## config.mk

```make
export PLATFORM = sky130hd
export DESIGN_NAME = pace_divisor_calc
export DESIGN_NICKNAME = d
export VERILOG_FILES = /design/src/rtl/pace_pkg.sv /design/src/rtl/pace_round_adj.sv /design/src/rtl/pace_divider.sv /design/src/rtl/pace_clamp.sv /design/src/rtl/pace_divisor_calc.sv
export SDC_FILE = /design/constraint.sdc
export NUM_CORES = 2
export LEC_CHECK = 0
export ABC_CLOCK_PERIOD_IN_PS = 29400
export BUFFER_PORTS_ARGS = -buffer_cell sky130_fd_sc_hd__clkbuf_2
export CAP_MARGIN = 20
export CELL_PAD_IN_SITES_DETAIL_PLACEMENT = 2
export CELL_PAD_IN_SITES_GLOBAL_PLACEMENT = 2
export CORE_MARGIN = 5
export CORE_UTILIZATION = 42
export CTS_CLUSTER_DIAMETER = 40
export DETAILED_ROUTE_END_ITERATION = 12
export HOLD_SLACK_MARGIN = 0.02
export PLACE_DENSITY_LB_ADDON = 0.1
export SLEW_MARGIN = 20
export SYNTH_ARGS = -nofsm -noshare
export SYNTH_HDL_FRONTEND = slang
export SYNTH_SLANG_ARGS = --single-unit
```

## constraint.sdc

```tcl
create_clock -name clk -period 29.4 [get_ports clk]
set_input_delay 1.47 -clock clk [delete_from_list [all_inputs] [get_ports clk]]
set_output_delay 1.47 -clock clk [all_outputs]
set_load 0.02 [all_outputs]
```

## src/rtl/pace_pkg.sv

```systemverilog
package pace_pkg;

  typedef enum logic [1:0] {
    RND_NEAR = 2'b00,
    RND_UP   = 2'b01,
    RND_DOWN = 2'b10,
    RND_ALT  = 2'b11
  } round_mode_e;

  typedef enum logic [2:0] {
    ST_IDLE,
    ST_RUN,
    ST_FIX_CONV,
    ST_FIX_SCAN
  } calc_state_e;

  localparam int NUM_JOBS = 3;
  localparam int JOB_CONV = 0;
  localparam int JOB_SCAN = 1;
  localparam int JOB_DAC  = 2;

endpackage

```

## src/rtl/pace_round_adj.sv

```systemverilog
module pace_round_adj
  import pace_pkg::*;
#(
  parameter int REQ_W = 32,
  parameter int BASE  = 25
) (
  input  logic [REQ_W-1:0] req,
  input  round_mode_e      mode,
  output logic [REQ_W:0]   num
);
  localparam logic [REQ_W:0] UP_BIAS   = (REQ_W+1)'(BASE - 1);
  localparam logic [REQ_W:0] NEAR_BIAS = (REQ_W+1)'(BASE / 2);

  logic [REQ_W:0] bias;

  always_comb begin
    case (mode)
      RND_UP:   bias = UP_BIAS;
      RND_DOWN: bias = '0;
      default:  bias = NEAR_BIAS;
    endcase
    num = {1'b0, req} + bias;
  end
endmodule

```

## src/rtl/pace_divider.sv

```systemverilog
module pace_divider #(
  parameter int DIV_W   = 33,
  parameter int DIVISOR = 25
) (
  input  logic             clk,
  input  logic             rst,
  input  logic             go,
  input  logic [DIV_W-1:0] dividend,
  output logic             fin,
  output logic [DIV_W-1:0] quotient
);
  localparam int R_W = $clog2(DIVISOR + 1);
  localparam int C_W = $clog2(DIV_W + 1);
  localparam logic [R_W:0] DVS = (R_W+1)'(DIVISOR);

  logic [R_W-1:0] rem;
  logic [C_W-1:0] cnt;
  logic           busy;
  logic [R_W:0]   shifted;
  logic [R_W:0]   diff;

  assign shifted = {rem, quotient[DIV_W-1]};
  assign diff    = shifted - DVS;

  always_ff @(posedge clk) begin
    if (rst) begin
      busy     <= 1'b0;
      fin      <= 1'b0;
      rem      <= '0;
      cnt      <= '0;
      quotient <= '0;
    end else begin
      fin <= 1'b0;
      if (go && !busy) begin
        busy     <= 1'b1;
        quotient <= dividend;
        rem      <= '0;
        cnt      <= C_W'(DIV_W);
      end else if (busy) begin
        if (shifted >= DVS) begin
          rem      <= diff[R_W-1:0];
          quotient <= {quotient[DIV_W-2:0], 1'b1};
        end else begin
          rem      <= shifted[R_W-1:0];
          quotient <= {quotient[DIV_W-2:0], 1'b0};
        end
        cnt <= cnt - 1'b1;
        if (cnt == C_W'(1)) begin
          busy <= 1'b0;
          fin  <= 1'b1;
        end
      end
    end
  end
endmodule

```

## src/rtl/pace_clamp.sv

```systemverilog
module pace_clamp #(
  parameter int DIV_W  = 33,
  parameter int NCH_W  = 16,
  parameter int CNT_W  = 24,
  parameter int WIDE_W = 48
) (
  input  logic              conv_timed,
  input  logic              scan_timed,
  input  logic [NCH_W-1:0]  nchan,
  input  logic [DIV_W-1:0]  conv_q,
  input  logic [DIV_W-1:0]  scan_q,
  input  logic [WIDE_W-1:0] conv_held,
  output logic [WIDE_W-1:0] conv_c,
  output logic [WIDE_W-1:0] scan_c
);
  localparam logic [WIDE_W-1:0] CNT_MAX   = WIDE_W'((64'd1 << CNT_W) - 64'd1);
  localparam logic [WIDE_W-1:0] CONV_MIN  = WIDE_W'(3);
  localparam logic [WIDE_W-1:0] CONV_MAX  = CNT_MAX + WIDE_W'(3);
  localparam logic [WIDE_W-1:0] FREE_MIN  = WIDE_W'(2);
  localparam logic [WIDE_W-1:0] FREE_MAX  = CNT_MAX + WIDE_W'(2);

  logic [WIDE_W-1:0] conv_v, scan_v, prod, lo, hi;

  always_comb begin
    conv_v = WIDE_W'(conv_q);
    if (conv_v > CONV_MAX) conv_v = CONV_MAX;
    if (conv_v < CONV_MIN) conv_v = CONV_MIN;
    conv_c = conv_timed ? conv_v : '0;
  end

  always_comb begin
    prod = conv_held * WIDE_W'(nchan);
    if (conv_timed) begin
      lo = prod;
      hi = prod + CNT_MAX - WIDE_W'(1);
    end else begin
      lo = FREE_MIN;
      hi = FREE_MAX;
    end
    scan_v = WIDE_W'(scan_q);
    if (scan_v > hi) scan_v = hi;
    if (scan_v < lo) scan_v = lo;
    scan_c = scan_timed ? scan_v : '0;
  end
endmodule

```

## src/rtl/pace_divisor_calc.sv

```systemverilog
module pace_divisor_calc
  import pace_pkg::*;
#(
  parameter int REQ_W  = 32,
  parameter int NCH_W  = 16,
  parameter int CNT_W  = 24,
  parameter int BASE   = 25,
  parameter int WIDE_W = 48,
  localparam int DIV_W = REQ_W + 1,
  localparam int PER_W = WIDE_W + $clog2(BASE + 1)
) (
  input  logic              clk,
  input  logic              rst,
  input  logic              start,
  input  logic [1:0]        round_mode,
  input  logic              conv_timed,
  input  logic              scan_timed,
  input  logic [NCH_W-1:0]  nchan,
  input  logic [REQ_W-1:0]  conv_req,
  input  logic [REQ_W-1:0]  scan_req,
  input  logic [REQ_W-1:0]  dac_req,
  output logic              done,
  output logic [WIDE_W-1:0] conv_div,
  output logic [PER_W-1:0]  conv_period,
  output logic [WIDE_W-1:0] scan_div,
  output logic [PER_W-1:0]  scan_period,
  output logic [DIV_W-1:0]  dac_div
);
  localparam int JOB_W = $clog2(NUM_JOBS);
  localparam logic [DIV_W-1:0] DAC_OFS = DIV_W'(2);

  calc_state_e       state;
  round_mode_e       lat_mode;
  logic              lat_conv_timed, lat_scan_timed;
  logic [NCH_W-1:0]  lat_nchan;
  logic [REQ_W-1:0]  lat_req [NUM_JOBS];
  logic [DIV_W-1:0]  num_arr [NUM_JOBS];
  logic [DIV_W-1:0]  q_arr   [NUM_JOBS];
  logic [JOB_W-1:0]  step;
  logic              div_go, div_fin;
  logic [DIV_W-1:0]  div_q;
  logic [WIDE_W-1:0] conv_held;
  logic [WIDE_W-1:0] conv_c, scan_c;
  logic              busy;

  assign busy = (state != ST_IDLE);

  for (genvar g = 0; g < NUM_JOBS; g++) begin : g_round
    pace_round_adj #(.REQ_W(REQ_W), .BASE(BASE)) u_adj (
      .req (lat_req[g]),
      .mode(lat_mode),
      .num (num_arr[g])
    );
  end

  pace_divider #(.DIV_W(DIV_W), .DIVISOR(BASE)) u_div (
    .clk     (clk),
    .rst     (rst),
    .go      (div_go),
    .dividend(num_arr[step]),
    .fin     (div_fin),
    .quotient(div_q)
  );

  pace_clamp #(.DIV_W(DIV_W), .NCH_W(NCH_W), .CNT_W(CNT_W), .WIDE_W(WIDE_W)) u_clamp (
    .conv_timed(lat_conv_timed),
    .scan_timed(lat_scan_timed),
    .nchan     (lat_nchan),
    .conv_q    (q_arr[JOB_CONV]),
    .scan_q    (q_arr[JOB_SCAN]),
    .conv_held (conv_held),
    .conv_c    (conv_c),
    .scan_c    (scan_c)
  );

  always_ff @(posedge clk) begin
    if (rst) begin
      state          <= ST_IDLE;
      lat_mode       <= RND_NEAR;
      lat_conv_timed <= 1'b0;
      lat_scan_timed <= 1'b0;
      lat_nchan      <= '0;
      step           <= '0;
      div_go         <= 1'b0;
      conv_held      <= '0;
      done           <= 1'b0;
      conv_div       <= '0;
      conv_period    <= '0;
      scan_div       <= '0;
      scan_period    <= '0;
      dac_div        <= '0;
      for (int i = 0; i < NUM_JOBS; i++) begin
        lat_req[i] <= '0;
        q_arr[i]   <= '0;
      end
    end else begin
      done   <= 1'b0;
      div_go <= 1'b0;
      case (state)
        ST_IDLE: begin
          if (start) begin
            lat_mode                 <= round_mode_e'(round_mode);
            lat_conv_timed           <= conv_timed;
            lat_scan_timed           <= scan_timed;
            lat_nchan                <= nchan;
            lat_req[JOB_CONV]        <= conv_req;
            lat_req[JOB_SCAN]        <= scan_req;
            lat_req[JOB_DAC]         <= dac_req;
            step                     <= '0;
            div_go                   <= 1'b1;
            state                    <= ST_RUN;
          end
        end
        ST_RUN: begin
          if (div_fin) begin
            q_arr[step] <= div_q;
            if (step == JOB_W'(NUM_JOBS - 1)) begin
              state <= ST_FIX_CONV;
            end else begin
              step   <= step + 1'b1;
              div_go <= 1'b1;
            end
          end
        end
        ST_FIX_CONV: begin
          conv_held <= conv_c;
          state     <= ST_FIX_SCAN;
        end
        ST_FIX_SCAN: begin
          conv_div    <= conv_held;
          conv_period <= PER_W'(conv_held) * PER_W'(BASE);
          scan_div    <= scan_c;
          scan_period <= PER_W'(scan_c) * PER_W'(BASE);
          dac_div     <= (q_arr[JOB_DAC] >= DAC_OFS) ? (q_arr[JOB_DAC] - DAC_OFS) : '0;
          done        <= 1'b1;
          state       <= ST_IDLE;
        end
        default: state <= ST_IDLE;
      endcase
    end
  end
endmodule

```

==> out/summary.txt <==
Top cell type's share of synthesized area: 19.9%
Clock power frac: 43.1%
Largest family of logic cells by synthesized area: adder cells
Cts hold-fix bufs: 0
Layout cells sized above 1: 11.1%
Post-synthesis compound-gate area fraction: 10.4%
Diode count: 0
GPL Wtd Cong: 0.872
Synth warn: 0
Library cells used by synthesis: 101
Worst hold stages: 2
Run status: finished, final reports clean
DRT iter0 DRCs: 2206
Most frequent cell after synthesis: inv_1
Post-route ant nets: 0
Post-Synth Adder-Cell Area: 31.6%
Leak: 27.5 nW
Vias in the first global route: 48283
Placed instance area: 0.0538 sq mm
Critical path endpoint category: flop
Tmin final: 19880 ps
Final instance area: 0.0572 sq mm
Die area: 0.128 sq mm
#FFs+latches synth: 500
Mux contribution to synthesized area: 3.16%
Routed len/inst: 25.0 um
Slowest cell delay on critical path: 1020 ps
Fraction of the mapped netlist area in simple logic gates: 17.8%
Hold WS: 451 ps
Average cell area after synthesis: 8.89 sq um
First-pass GRT wire length: 293000 um
Number of synthesized flops with an enable pin: 195
Nets: 7026
Crit path arrival time: 20420 ps
Cell mode on critical path: a21oi_1
Setup Buffers After CTS: 0
# DRC: 0
Clock H-tree levels: 3
Area delta synth->final: 12.7%
Final period util: 67.6%
Sw Share: 36.0%
Final WS setup: 9520 ps
Internal power: 1.71 mW
Flop pwr share: 34.3%
Largest net degree at the start of global routing: 99
R2R depth: 74
Routed wire length: 191000 um
Peak Freq: 50.3 MHz
Maximum vdd drop: 0.0495 mV
Comb pwr share: 22.6%
Die W: 358 um
Max Cap Viol: 0
CTS Root Cell: clkbuf_16
Startpoint class of the critical path: flop
Core ar.: 0.120 sq mm
Num CTS Buffers: 95
Mapped Cells: 5704
Total track usage: 29.8%
Longest Clk Path Bufs: 3
P per Cell Area: 46.6 mW/mm^2
Post-CTS Resized: 0
CP Class: reg2reg
Synth area leader: fa_1
Hold Vio Cnt, Final: 0
Layout Cells excl Fill: 7624
Syn Std Cell Area: 0.0507 sq mm
Post-DP HPWL: 142000 um
Initial antenna violation count: 2
Final Power: 2.67 mW
CP Buf/Inv Count: 10
Critical Path Stages: 74
Reg clk slew, reported paths: 50 ps
Pre-CTS setup slack: 9800 ps
Top cells by instance count after synthesis: inv_1 (843), nand2_1 (593), fa_1 (505)
Synth Area in XOR/XNOR: 4.52%
First-pass DRT Iterations: 6
Setup violators final: 0
# IOs: 355
Psw: 0.959 mW
Slowest CP cell: dfxtp_1
Crit path max fanout: 43
Sequential element share of the synthesized area: 23.6%
Inst Count DP: 7445
Min-Delay Path Class: reg2reg
Grt ovf: 0
Unrepaired setup endpoints after global routing: no
Pin slew with the least headroom to its limit: 1070 ps
Slew Limit Fails: 0
Die height: 358 um
Top cells by area, synth: fa_1 (20%), dfxtp_1 (12%), ha_1 (12%)
Critical path required time: 29940 ps
Clock Skew: 94.3 ps
Setup TNS: 0 ps
Synth Flop Type: dfxtp_1
Site Rows: 127
# port buffers: 325
Clock Latency Late Sink: 740 ps
Starting Density: 42.3%
TritonCTS clock tree: built
Vias per std cell: 5.53
Post-synth ARST share: 0%
Core Util, Final: 47.7%
Clk sinks: 500
CP top delay family: compound AO/OA/AOI/OAI gates
Max_slew headroom: 28.3%
Via count: 42135
[sequential cells by signal (all words and copies together), names as in the netlist, 2 cells and up]
name	count
dac_div	33
state	2
u_div.quotient	33
step	2
u_div.rem	5
conv_period	39
lat_mode	2
scan_period	50
lat_nchan	16
conv_held	33
scan_div	48
lat_req	96
u_div.cnt	6
conv_div	30
q_arr	99
[layout make-up]
cell class | count | area, sq um
Fill cell | 13067 | 62800
Multi-Input combinational cell | 4098 | 34500
Sequential cell | 500 | 12000
Inverter | 843 | 3170
Clock buffer | 110 | 2530
Timing Repair Buffer | 392 | 2140
Tap cell | 1612 | 2020
Clock inverter | 69 | 858
[worst register-to-register path, delay by kind of cell (launching register included)]
family | cells | cell delay [ps]
AO/OA/AOI/OAI | 34 | 8060
XOR/XNOR | 3 | 540
adder cells (fa/ha/maj) | 13 | 5640
buffers and inverters | 10 | 1600
flip-flops | 1 | 1020
multiplexers | 1 | 420
AND/OR/NAND/NOR | 13 | 2460
[logic make-up after synthesis]
| logic type | count (synthesis) |
|---|---|
| and+or+nand+nor | 1850 |
| buffers and inverters | 1149 |
| adders and majority gates | 978 |
| AOI/OAI and AO/OA | 809 |
| DFF | 500 |
| xor gates and xnor gates | 261 |
| muxes | 156 |
| other | 1 |
[cell usage in the layout (no fill, tap or decap), drive strengths merged, types with 11 or more instances in the layout]
cell type  Yosys  layout
clkbuf       234     435
o21a          18      18
edfxtp       195     195
nor3          53      53
and2         336     336
inv          843     859
mux2          34      34
o21bai        19      19
nand2b        37      37
nor2b         67      67
nor2         410     410
nor4          20      20
a21oi        272     272
or3           28      28
mux2i        122     122
or2           21      21
clkinvlp       0      14
o221ai        26      26
nand3         64      64
a31oi         14      14
a21o          92      92
a22o          40      40
nand4         53      53
clkinv         0      31
o21ai        168     168
ha           472     472
dfxtp        305     305
a2bb2oi       18      18
a211oi        42      42
buf           72      67
conb           1      44
xor2         119     119
o211ai        11      11
and3         133     133
nand2        593     593
xnor2        142     142
fa           505     505
[final timing paths]
| path | startpoint | end | slack, ps |
|---|---|---|---|
| worst max-delay path | lat_nchan[14] | scan_period[52] | 9520 |
| worst min-delay path | scan_div[33] | scan_div[33] | 450 |
| worst max register to register | lat_nchan[14] | scan_period[52] | 9520 |
| worst min register to register | scan_div[33] | scan_div[33] | 450 |
[power by group through the flow]
stage	sequential (mW)	clock [mW]	combinational, mW
CTS	0.913	1.17	0.602
detailed placement	0.924	0	0.588
finish	0.915	1.15	0.602
floorplan	0.868	0	0.400
global placement	0.919	0	0.563
global route	0.921	1.20	0.655
[routing by layer]
| layer | part of all wire (%) | global-route usage (%) | up-vias |
|---|---|---|---|
| met5 | 0 | 0 | - |
| met4 | 3.6 | 9.49 | 0 |
| met3 | 4.2 | 3.67 | 314 |
| met2 | 49 | 52.3 | 961 |
| met1 | 43 | 38.3 | 21886 |
| li1 | - | - | 18974 |
Power figures use the tool's default switching activity.
